===== src/rtl/spdif_seq_pkg.sv =====
package spdif_seq_pkg;
  localparam int unsigned BLK_FRAMES = 192;
  localparam int unsigned WORD_W     = 32;
  localparam int unsigned AUDIO_W    = 24;
  localparam int unsigned ADDR_W     = 6;
  localparam int unsigned BUF_WORDS  = BLK_FRAMES / WORD_W;
  localparam int unsigned FR_W       = $clog2(BLK_FRAMES);

  localparam int unsigned A_CTRL = 0;
  localparam int unsigned A_CSA  = 8;
  localparam int unsigned A_CSB  = 16;
  localparam int unsigned A_USA  = 24;
  localparam int unsigned A_USB  = 32;

  localparam int unsigned B_EN   = 0;
  localparam int unsigned B_MODE = 9;
  localparam int unsigned B_VA   = 10;
  localparam int unsigned B_VB   = 11;

  typedef enum logic [3:0] {
    PRE_NONE = 4'd0,
    PRE_BLK  = 4'd1,
    PRE_CHA  = 4'd2,
    PRE_CHB  = 4'd3
  } pre_e;

  typedef struct packed {
    logic [AUDIO_W-1:0] audio;
    logic               vbit;
    logic               user;
    logic               cstat;
    logic               blk;
  } sample_t;
endpackage


===== src/rtl/spdif_seq_regs.sv =====
module spdif_seq_regs
  import spdif_seq_pkg::*;
#(
  parameter int unsigned FRAMES = BLK_FRAMES
) (
  input  logic                 clk_i,
  input  logic                 rst_ni,
  input  logic                 we_i,
  input  logic [ADDR_W-1:0]    addr_i,
  input  logic [WORD_W-1:0]    wdata_i,
  input  logic                 latch_i,
  output logic                 en_o,
  output logic                 standalone_o,
  output logic                 val_a_o,
  output logic                 val_b_o,
  output logic [FRAMES-1:0]    cs_a_o,
  output logic [FRAMES-1:0]    cs_b_o,
  output logic [FRAMES-1:0]    us_a_o,
  output logic [FRAMES-1:0]    us_b_o,
  output logic [FRAMES-1:0]    sh_a_o,
  output logic [FRAMES-1:0]    sh_b_o
);
  localparam int unsigned NW = FRAMES / WORD_W;

  always_ff @(posedge clk_i or negedge rst_ni) begin
    if (!rst_ni) begin
      en_o         <= 1'b0;
      standalone_o <= 1'b0;
      val_a_o      <= 1'b0;
      val_b_o      <= 1'b0;
    end else if (we_i && addr_i == ADDR_W'(A_CTRL)) begin
      en_o         <= wdata_i[B_EN];
      standalone_o <= wdata_i[B_MODE];
      val_a_o      <= wdata_i[B_VA];
      val_b_o      <= wdata_i[B_VB];
    end
  end

  for (genvar k = 0; k < NW; k++) begin : g_word
    always_ff @(posedge clk_i or negedge rst_ni) begin
      if (!rst_ni) begin
        cs_a_o[k*WORD_W +: WORD_W] <= '0;
        cs_b_o[k*WORD_W +: WORD_W] <= '0;
        us_a_o[k*WORD_W +: WORD_W] <= '0;
        us_b_o[k*WORD_W +: WORD_W] <= '0;
      end else if (we_i) begin
        if (addr_i == ADDR_W'(A_CSA + k)) cs_a_o[k*WORD_W +: WORD_W] <= wdata_i;
        if (addr_i == ADDR_W'(A_CSB + k)) cs_b_o[k*WORD_W +: WORD_W] <= wdata_i;
        if (addr_i == ADDR_W'(A_USA + k)) us_a_o[k*WORD_W +: WORD_W] <= wdata_i;
        if (addr_i == ADDR_W'(A_USB + k)) us_b_o[k*WORD_W +: WORD_W] <= wdata_i;
      end
    end
  end

  // shadow copy taken at block start; later writes wait for next block
  always_ff @(posedge clk_i or negedge rst_ni) begin
    if (!rst_ni) begin
      sh_a_o <= '0;
      sh_b_o <= '0;
    end else if (latch_i) begin
      sh_a_o <= us_a_o;
      sh_b_o <= us_b_o;
    end
  end
endmodule


===== src/rtl/spdif_seq_pos.sv =====
module spdif_seq_pos
  import spdif_seq_pkg::*;
#(
  parameter int unsigned FRAMES = BLK_FRAMES,
  parameter int unsigned FW     = FR_W
) (
  input  logic          clk_i,
  input  logic          rst_ni,
  input  logic          en_i,
  input  logic          step_i,
  output logic          ch_b_o,
  output logic [FW-1:0] frame_o,
  output logic          blk_start_o
);
  localparam logic [FW-1:0] LAST = FW'(FRAMES - 1);

  always_ff @(posedge clk_i or negedge rst_ni) begin
    if (!rst_ni) begin
      ch_b_o  <= 1'b0;
      frame_o <= '0;
    end else if (!en_i) begin
      ch_b_o  <= 1'b0;
      frame_o <= '0;
    end else if (step_i) begin
      ch_b_o <= ~ch_b_o;
      if (ch_b_o) frame_o <= (frame_o == LAST) ? '0 : frame_o + 1'b1;
    end
  end

  assign blk_start_o = !ch_b_o && (frame_o == '0);
endmodule


===== src/rtl/spdif_seq_fmt.sv =====
module spdif_seq_fmt
  import spdif_seq_pkg::*;
(
  input  sample_t           smp_i,
  input  logic              ch_b_i,
  input  logic              blk_start_i,
  input  logic              standalone_i,
  input  logic              reg_v_i,
  input  logic              reg_u_i,
  input  logic              reg_c_i,
  output logic [WORD_W-1:0] word_o
);
  pre_e pre;
  logic v, u, c;

  always_comb begin
    if (standalone_i) begin
      v = reg_v_i;
      u = reg_u_i;
      c = reg_c_i;
      if (ch_b_i)           pre = PRE_CHB;
      else if (blk_start_i) pre = PRE_BLK;
      else                  pre = PRE_CHA;
    end else begin
      v = smp_i.vbit;
      u = smp_i.user;
      c = smp_i.cstat;
      if (ch_b_i)         pre = PRE_CHB;
      else if (smp_i.blk) pre = PRE_BLK;
      else                pre = PRE_CHA;
    end
    word_o[3:0]              = pre;
    word_o[4 +: AUDIO_W]     = smp_i.audio;
    word_o[28]               = v;
    word_o[29]               = u;
    word_o[30]               = c;
    word_o[31]               = ^{c, u, v, smp_i.audio};
  end
endmodule


===== src/rtl/spdif_sub_seq.sv =====
module spdif_sub_seq
  import spdif_seq_pkg::*;
(
  input  logic                clk_i,
  input  logic                rst_ni,
  input  logic                reg_we_i,
  input  logic [ADDR_W-1:0]   reg_addr_i,
  input  logic [WORD_W-1:0]   reg_wdata_i,
  input  logic                in_valid_i,
  output logic                in_ready_o,
  input  logic [AUDIO_W-1:0]  in_audio_i,
  input  logic                in_vbit_i,
  input  logic                in_user_i,
  input  logic                in_cstat_i,
  input  logic                in_blk_i,
  output logic                out_valid_o,
  input  logic                out_ready_i,
  output logic [WORD_W-1:0]   out_word_o
);
  logic                  ctrl_en, ctrl_sa, ctrl_va, ctrl_vb;
  logic [BLK_FRAMES-1:0] cs_a, cs_b, us_a, us_b, sh_a, sh_b;
  logic                  ch_b, blk_start, accept;
  logic [FR_W-1:0]       frame;
  logic                  sel_v, sel_u, sel_c;
  logic [WORD_W-1:0]     word;
  sample_t               smp;

  assign in_ready_o = ctrl_en && (!out_valid_o || out_ready_i);
  assign accept     = in_valid_i && in_ready_o;

  spdif_seq_regs u_regs (
    .clk_i, .rst_ni,
    .we_i        (reg_we_i),
    .addr_i      (reg_addr_i),
    .wdata_i     (reg_wdata_i),
    .latch_i     (accept && blk_start),
    .en_o        (ctrl_en),
    .standalone_o(ctrl_sa),
    .val_a_o     (ctrl_va),
    .val_b_o     (ctrl_vb),
    .cs_a_o      (cs_a),
    .cs_b_o      (cs_b),
    .us_a_o      (us_a),
    .us_b_o      (us_b),
    .sh_a_o      (sh_a),
    .sh_b_o      (sh_b)
  );

  spdif_seq_pos u_pos (
    .clk_i, .rst_ni,
    .en_i       (ctrl_en),
    .step_i     (accept),
    .ch_b_o     (ch_b),
    .frame_o    (frame),
    .blk_start_o(blk_start)
  );

  // frame 0 of channel A reads the live buffer, the shadow is loaded on that same edge
  always_comb begin
    sel_v = ch_b ? ctrl_vb : ctrl_va;
    sel_c = ch_b ? cs_b[frame] : cs_a[frame];
    if (ch_b)           sel_u = sh_b[frame];
    else if (blk_start) sel_u = us_a[0];
    else                sel_u = sh_a[frame];
  end

  assign smp = '{audio: in_audio_i, vbit: in_vbit_i, user: in_user_i,
                 cstat: in_cstat_i, blk: in_blk_i};

  spdif_seq_fmt u_fmt (
    .smp_i       (smp),
    .ch_b_i      (ch_b),
    .blk_start_i (blk_start),
    .standalone_i(ctrl_sa),
    .reg_v_i     (sel_v),
    .reg_u_i     (sel_u),
    .reg_c_i     (sel_c),
    .word_o      (word)
  );

  always_ff @(posedge clk_i or negedge rst_ni) begin
    if (!rst_ni) begin
      out_valid_o <= 1'b0;
      out_word_o  <= '0;
    end else if (accept) begin
      out_valid_o <= 1'b1;
      out_word_o  <= word;
    end else if (out_ready_i) begin
      out_valid_o <= 1'b0;
    end
  end
endmodule


===== config.mk =====
export PLATFORM = sky130hd
export DESIGN_NAME = spdif_sub_seq
export DESIGN_NICKNAME = d
export VERILOG_FILES = /design/src/rtl/spdif_seq_pkg.sv /design/src/rtl/spdif_seq_regs.sv /design/src/rtl/spdif_seq_pos.sv /design/src/rtl/spdif_seq_fmt.sv /design/src/rtl/spdif_sub_seq.sv
export SDC_FILE = /design/constraint.sdc
export NUM_CORES = 2
export LEC_CHECK = 0
export CAP_MARGIN = 20
export CORE_AREA = 2 2 364 366
export CTS_CLUSTER_DIAMETER = 200
export DETAILED_ROUTE_END_ITERATION = 10
export DIE_AREA = 0 0 366 368
export PLACE_DENSITY = 0.61
export SETUP_SLACK_MARGIN = 0.2
export SYNTH_ARGS = -nofsm -noshare
export SYNTH_HDL_FRONTEND = slang
export SYNTH_HIERARCHICAL = 1
export SYNTH_SLANG_ARGS = --single-unit

===== constraint.sdc =====
create_clock -name clk_i -period 4.45 [get_ports clk_i]
set_input_delay 1.1125 -clock clk_i [delete_from_list [all_inputs] [get_ports clk_i]]
set_output_delay 1.1125 -clock clk_i [all_outputs]
set_load 0.02 [all_outputs]

# Word level (Yosys, flattened, before mapping)
# Cells that the tools add are included.
[classes]
reduce_logical = 37
magnitude_cmp = 1
bitwise_logic = 1
add_sub_neg = 1
n_mul = 0
n_shift = 0
muxes = 28
div_mod_pow = 0
eq_ne = 27
[op_table]
columns = ["op", "count"]
rows = [
  ["6-bit by 5-bit equality test with 1-bit output (second input constant)", 12],
  ["2-bit AND reduction", 25],
  ["6-bit by 4-bit equality test with 1-bit output (second input constant)", 6],
  ["6-bit equality test (second input constant)", 6],
  ["1-bit binary-select mux with 8-bit select", 4],
  ["8-bit 2-to-1 mux", 4],
  ["27-bit XOR reduction", 1],
  ["1-bit 2-to-1 mux", 15],
  ["4-bit 2-to-1 mux", 3],
  ["8-bit by 9-bit less-than comparator with 1-bit output (second input constant)", 1],
  ["8-bit by 1-bit adder with 8-bit output (second input constant)", 1],
  ["8-bit equality test (second input constant)", 1],
  ["8-bit logical NOT", 1],
  ["6-bit logical NOT", 1],
  ["1-bit logical AND", 5],
  ["2-bit 2-to-1 mux", 2],
  ["1-bit logical NOT", 2],
  ["2-bit by 1-bit inequality test with 1-bit output (second input constant)", 1],
  ["2-bit inequality test (second input constant)", 1],
  ["2-bit nonzero test", 1],
  ["1-bit logical OR", 1],
  ["1-bit NOT", 1],
]
[totals]
latch_bits = 0
n_memories = 0
input_bits = 71
mem_bits_rw = 0
output_inout_bits = 34
reg_bits = 1198
rom_bits = 0
wordCells = 129

# Logic depth before layout (Yosys ltp)
[depth]
word_depth = 6
ltp_mapped = 18
mapped_depth_nobuf = 14

# Cells and area by module
# Netlist, hierarchy kept.
[by_module_without_submodules]
columns = ["module", "area_each_um2", "cells_per_inst", "seq_area_each_um2", "instances"]
rows = [
  ["spdif_seq_regs", 43102.6, 2543, 28927.7, 1],
  ["spdif_sub_seq", 7821.3, 696, 825.8, 1],
  ["spdif_seq_pos", 540.5, 58, 225.2, 1],
  ["spdif_seq_fmt", 524.3, 59, 0.0, 1],
]

# Worst setup path before layout
# No wires, ideal clock.
[synth_path]
path_type = "flip-flop to flip-flop"
from = "reg u_pos.frame_o[1]"
to = "reg out_word_o[31]"
setup_ns = 0.117
stages_incl_launch_ff = 16
t_required_ns = 4.333
path_buffers = 3
period_less_slack_ns = 3.750
arrival_ns = 3.632
path_slack_ns = 0.700
cell_sequence = "dfrtp_1 > buf_4 > buf_2 > clkbuf_1 > mux4_2 > a221oi_1 > nor3_1 > or4_1 > o211ai_2 > o311ai_1 > mux2_4 > xnor3_1 > xnor3_1 > xnor3_1 > nand2_1 > nand2_1"
[synth_via]
elab_cells_between_ends = 16
cone_classes = "13 x mux; 3 x reduce/logical"
[synth_lines]
columns = ["item", "line", "source"]
rows = [
  ["start, declared", "spdif_seq_pos.sv:12", "output logic [FW-1:0] frame_o,"],
  ["start signal, assigned", "spdif_seq_pos.sv:26", "if (ch_b_o) frame_o <= (frame_o == LAST) ? '0 : frame_o + 1'b1;"],
  ["1-bit binary-select mux with 8-bit select", "spdif_sub_seq.sv:61", "sel_c = ch_b ? cs_b[frame] : cs_a[frame];"],
  ["1-bit 2-to-1 mux (implied by the code)", "spdif_sub_seq.sv:61", ""],
  ["1-bit 2-to-1 mux *", "spdif_sub_seq.sv:61", ""],
  ["net sel_c", "spdif_sub_seq.sv:24", "logic sel_v, sel_u, sel_c;"],
  ["1-bit 2-to-1 mux *", "spdif_seq_fmt.sv:17", "if (standalone_i) begin"],
  ["net u_fmt.c", "spdif_seq_fmt.sv:14", "logic v, u, c;"],
  ["27-bit XOR reduction *", "spdif_seq_fmt.sv:37", "word_o[31] = ^{c, u, v, smp_i.audio};"],
  ["net word[31]", "spdif_sub_seq.sv:25", "logic [WORD_W-1:0] word;"],
  ["end signal, assigned", "spdif_sub_seq.sv:87", "out_word_o <= word;"],
  ["end, declared", "spdif_sub_seq.sv:18", "output logic [WORD_W-1:0] out_word_o"],
]
# The timed path passes the listed nets; every way through them passes the cells marked *. The select of a mux whose other input is x is not followed.
# A chain may end at the register's enable or synchronous reset.

# Worst setup path in the final report
[layout_path]
from = "reg u_pos.frame_o[0]"
to = "reg out_word_o[31]"
[layout_via]
elab_cells_between_ends = 16
cone_classes = "13 x mux; 3 x reduce/logical"
[layout_lines]
columns = ["item", "line"]
rows = [
  ["1-bit binary-select mux with 8-bit select", "spdif_sub_seq.sv:61"],
  ["1-bit 2-to-1 mux (implied by the code)", "spdif_sub_seq.sv:61"],
  ["1-bit 2-to-1 mux *", "spdif_sub_seq.sv:61"],
  ["net sel_c", "spdif_sub_seq.sv:24"],
  ["1-bit 2-to-1 mux *", "spdif_seq_fmt.sv:17"],
  ["net word[30]", "spdif_sub_seq.sv:25"],
  ["27-bit XOR reduction *", "spdif_seq_fmt.sv:37"],
  ["net word[31]", "spdif_sub_seq.sv:25"],
]
# Marks and branches as above.

==> reports/summary.txt <==
status -> completed
min-delay worst type -> input pin to asynchronous set/reset pin
CP bufs+invs -> 3
unrepaired setup endpoints after global routing -> false
via count -> 29,400
gr usage total -> 21.3%
switching share of power -> 24.8%
commonest non-fill, non-tap cell in the layout -> dfrtp_1
die width -> 366 um
Post-synth ARST share -> 100%
Ports -> 105
Worst EP required -> 5090 ps
worst r2r path cells -> 15
Pwr Total -> 29,100 uW
Synth Area per Inst -> 15.5 um2
Max Fanout on Critical Path -> 18
min Tclk post-route -> 4140 ps
Clock transition at path regs -> 60 ps
Cells after Synth -> 3,356
vias in the first global route -> 30,900
Pint -> 21,900 uW
number of flops mapped to enable cells by yosys -> 0
skew final -> 20.2 ps
Initial Utilization -> 39.7%
crit path kind -> register to register
Setup WS post-layout -> 309 ps
Iter 0 DRT Violations -> 2,035
worst slack, placed -> -60.9 ps
Die Span Y -> 368 um
R2R setup slack -> 310 ps
worst-path cell chain -> buf_16 > buf_16 > mux4_2 > a22oi_1 > a21oi_1 > or4_1 > o211ai_2 > o311ai_4 > buf_4 > mux2_4 > xnor3_1 > xnor3_1 > xnor3_1 > nand2_1 > nand2_1
total number of yosys warnings -> 6
Seq pwr share -> 47.6%
global-route wire length before repair -> 213,000 um
slew at the pin closest to its max-slew limit -> 1150 ps
setup violators final -> 0
Slowest cell on crit path -> mux4_2
utilization after layout -> 46.0%
VDD IR max -> 285 uV
max-cap violations -> 0
netlist area before placement -> 52,000 um2
kind of cell adding the most delay to the critical path -> compound AO/OA/AOI/OAI gates
initial antenna violation count -> 14
Cell Rows -> 133
# port buffers -> 104
power per cell area -> 485 nW/um2
critical path's largest stage delay -> 520 ps
residual DRC count -> 0
hpwl dp -> 86,600 um
fin nets -> 3,555
fin. max-slew vios -> 0
cts bufs inserted -> 132
Lkg Pwr -> 0.0279 uW
Non-Filler Cell Area, Final -> 60,200 um2
fmax -> 242 MHz
GPL Wtd Cong -> 0.798
Final period util -> 93.0%
clk sinks -> 1,198
placed cell areas -> 55,400 um2
GRT busiest layer -> met2
clock network fraction of design power -> 38.6%
grt ovf -> 0
GR Util met2 -> 35.5%
post-synthesis register bit count -> 1,198
commonest non-fill, non-tap cells in the layout -> 1,193 x dfrtp_1, 1,125 x mux2_2, 182 x mux4_2
share of cells above drive strength 1 -> 50.2%
Final ANT Viol Nets -> 0
CP Launch Type -> register
predominant post-synthesis flop cell -> dfrtp_1
Wirelength per Cell -> 26.5 um
WL final -> 142,000 um
Skew-Pair Late Insertion Delay -> 760 ps
most used cell, CP -> xnor3_1
die area -> 135,000 um2
Setup TNS Final -> 0 ps
final hold viol count -> 0
R2R Path Start -> u_pos/frame_o[0]
largest net degree at the start of global routing -> 123
met1 usage -> 28.9%
H-tree levels -> 4
TritonRoute pass-1 iters -> 5
Max-slew headroom -> 23.4%
routed vias/inst -> 5.49
P&R area growth vs syn -> 15.7%
sequential share of the synthesized area -> 57.7%
Yosys cell types -> 72
Root Buffer -> clkbuf_16
met3 usage -> 3.09%
Worst R2R End -> out_word_o[31]
CP arrival -> 4780 ps
Hold Buf Count CTS -> 0
CTS tree -> yes
CP Capture Type -> register
core area -> 131,000 um2
Clock Path Buffers -> 3
switching pwr -> 7220 uW
Gate power share -> 13.8%
[through the flow]
step / cells / hold slack [ps]
2_1_floorplan: 3357 / 452
3_3_place_gp: 5091 / 457
3_5_place_dp: 5094 / 462
4_1_cts: 5332 / 413
5_1_grt: 5341 / 406
6_report: 5342 / 375
[what timing repair did]
action,CTS,global route
setup buffers,0,7
cloned,0,2
endpoints found under the setup margin,1,1
resized for setup,6,17
[area by class of cell]
class / instances / area, um2
Sequential cell: 1198 / 30000
Fill cell: 11600 / 70600
Antenna cell: 1 / 2.50
Clock inverter: 43 / 547
Tap cell: 1755 / 2200
Timing Repair Buffer: 292 / 2830
Clock buffer: 195 / 3940
Multi-Input combinational cell: 1848 / 20600
Inverter: 10 / 37.5
[synth_stat cells, drive strengths merged (11+ instances only)]
library cell | count | area [um2]
xnor2 | 19 | 166
mux4 | 182 | 4100
dfrtp | 1198 | 30000
buf | 118 | 776
nor3 | 14 | 80.1
o22ai | 11 | 68.8
o21ai | 13 | 65.1
nor2b | 12 | 75.1
nand3 | 22 | 110
o221ai | 14 | 123
a21oi | 19 | 95.1
nor2 | 23 | 86.3
nand2 | 160 | 603
mux2 | 1166 | 13200
mux2i | 60 | 601
clkbuf | 183 | 687
nand4 | 11 | 83.8
[power by group through the flow]
stage	Clock, uW	Sequential (uW)	Combinational [uW]
global route	12000	14100	4350
floorplan	0	13800	2650
CTS	11500	13900	4080
detailed placement	0	14000	4070
finish	11200	13900	4030
global placement	0	14000	3960
[metal layers]
| layer | vias to the layer above | part of all wire, % |
|---|---|---|
| li1 | 12500 | - |
| met1 | 16100 | 45 |
| met2 | 594 | 49 |
| met3 | 191 | 3.7 |
| met4 | 0 | 2.4 |
| met5 | - | 0 |
[state kept, by name, indices dropped and copies added (netlist names)]
signal	cells
u_pos/ch_b_o	1
u_regs/us_b_o	192
u_regs/standalone_o	1
u_pos/frame_o	8
u_regs/us_a_o	192
u_regs/sh_b_o	192
out_valid_o	1
u_regs/cs_a_o	192
u_regs/sh_a_o	192
u_regs/en_o	1
out_word_o	32
u_regs/val_a_o	1
u_regs/cs_b_o	192
u_regs/val_b_o	1
[how the worst max path moves through the flow]
stage | cells after the start | slack, ps | startpoint | to
detailed placement | 17 | -60 | u_pos/frame_o[1] | out_word_o[31]
global placement | 17 | -80 | u_pos/frame_o[1] | out_word_o[31]
CTS | 13 | 260 | u_pos/frame_o[0] | out_word_o[31]
global route | 15 | 190 | u_pos/frame_o[0] | out_word_o[31]
floorplan | 15 | 700 | u_pos/frame_o[1] | out_word_o[31]
finish | 15 | 310 | u_pos/frame_o[0] | out_word_o[31]
[kinds of logic after synthesis]
group / synth area share [%]
multiplexers: 34.5
flip-flops: 57.7
buffers and inverters: 2.89
AND/OR/NAND/NOR: 2.81
AO/OA/AOI/OAI: 1.55
XOR/XNOR: 0.517
adder cells (fa/ha/maj): 0.0481
other: 0.00721
Power figures use the tool's default switching activity.
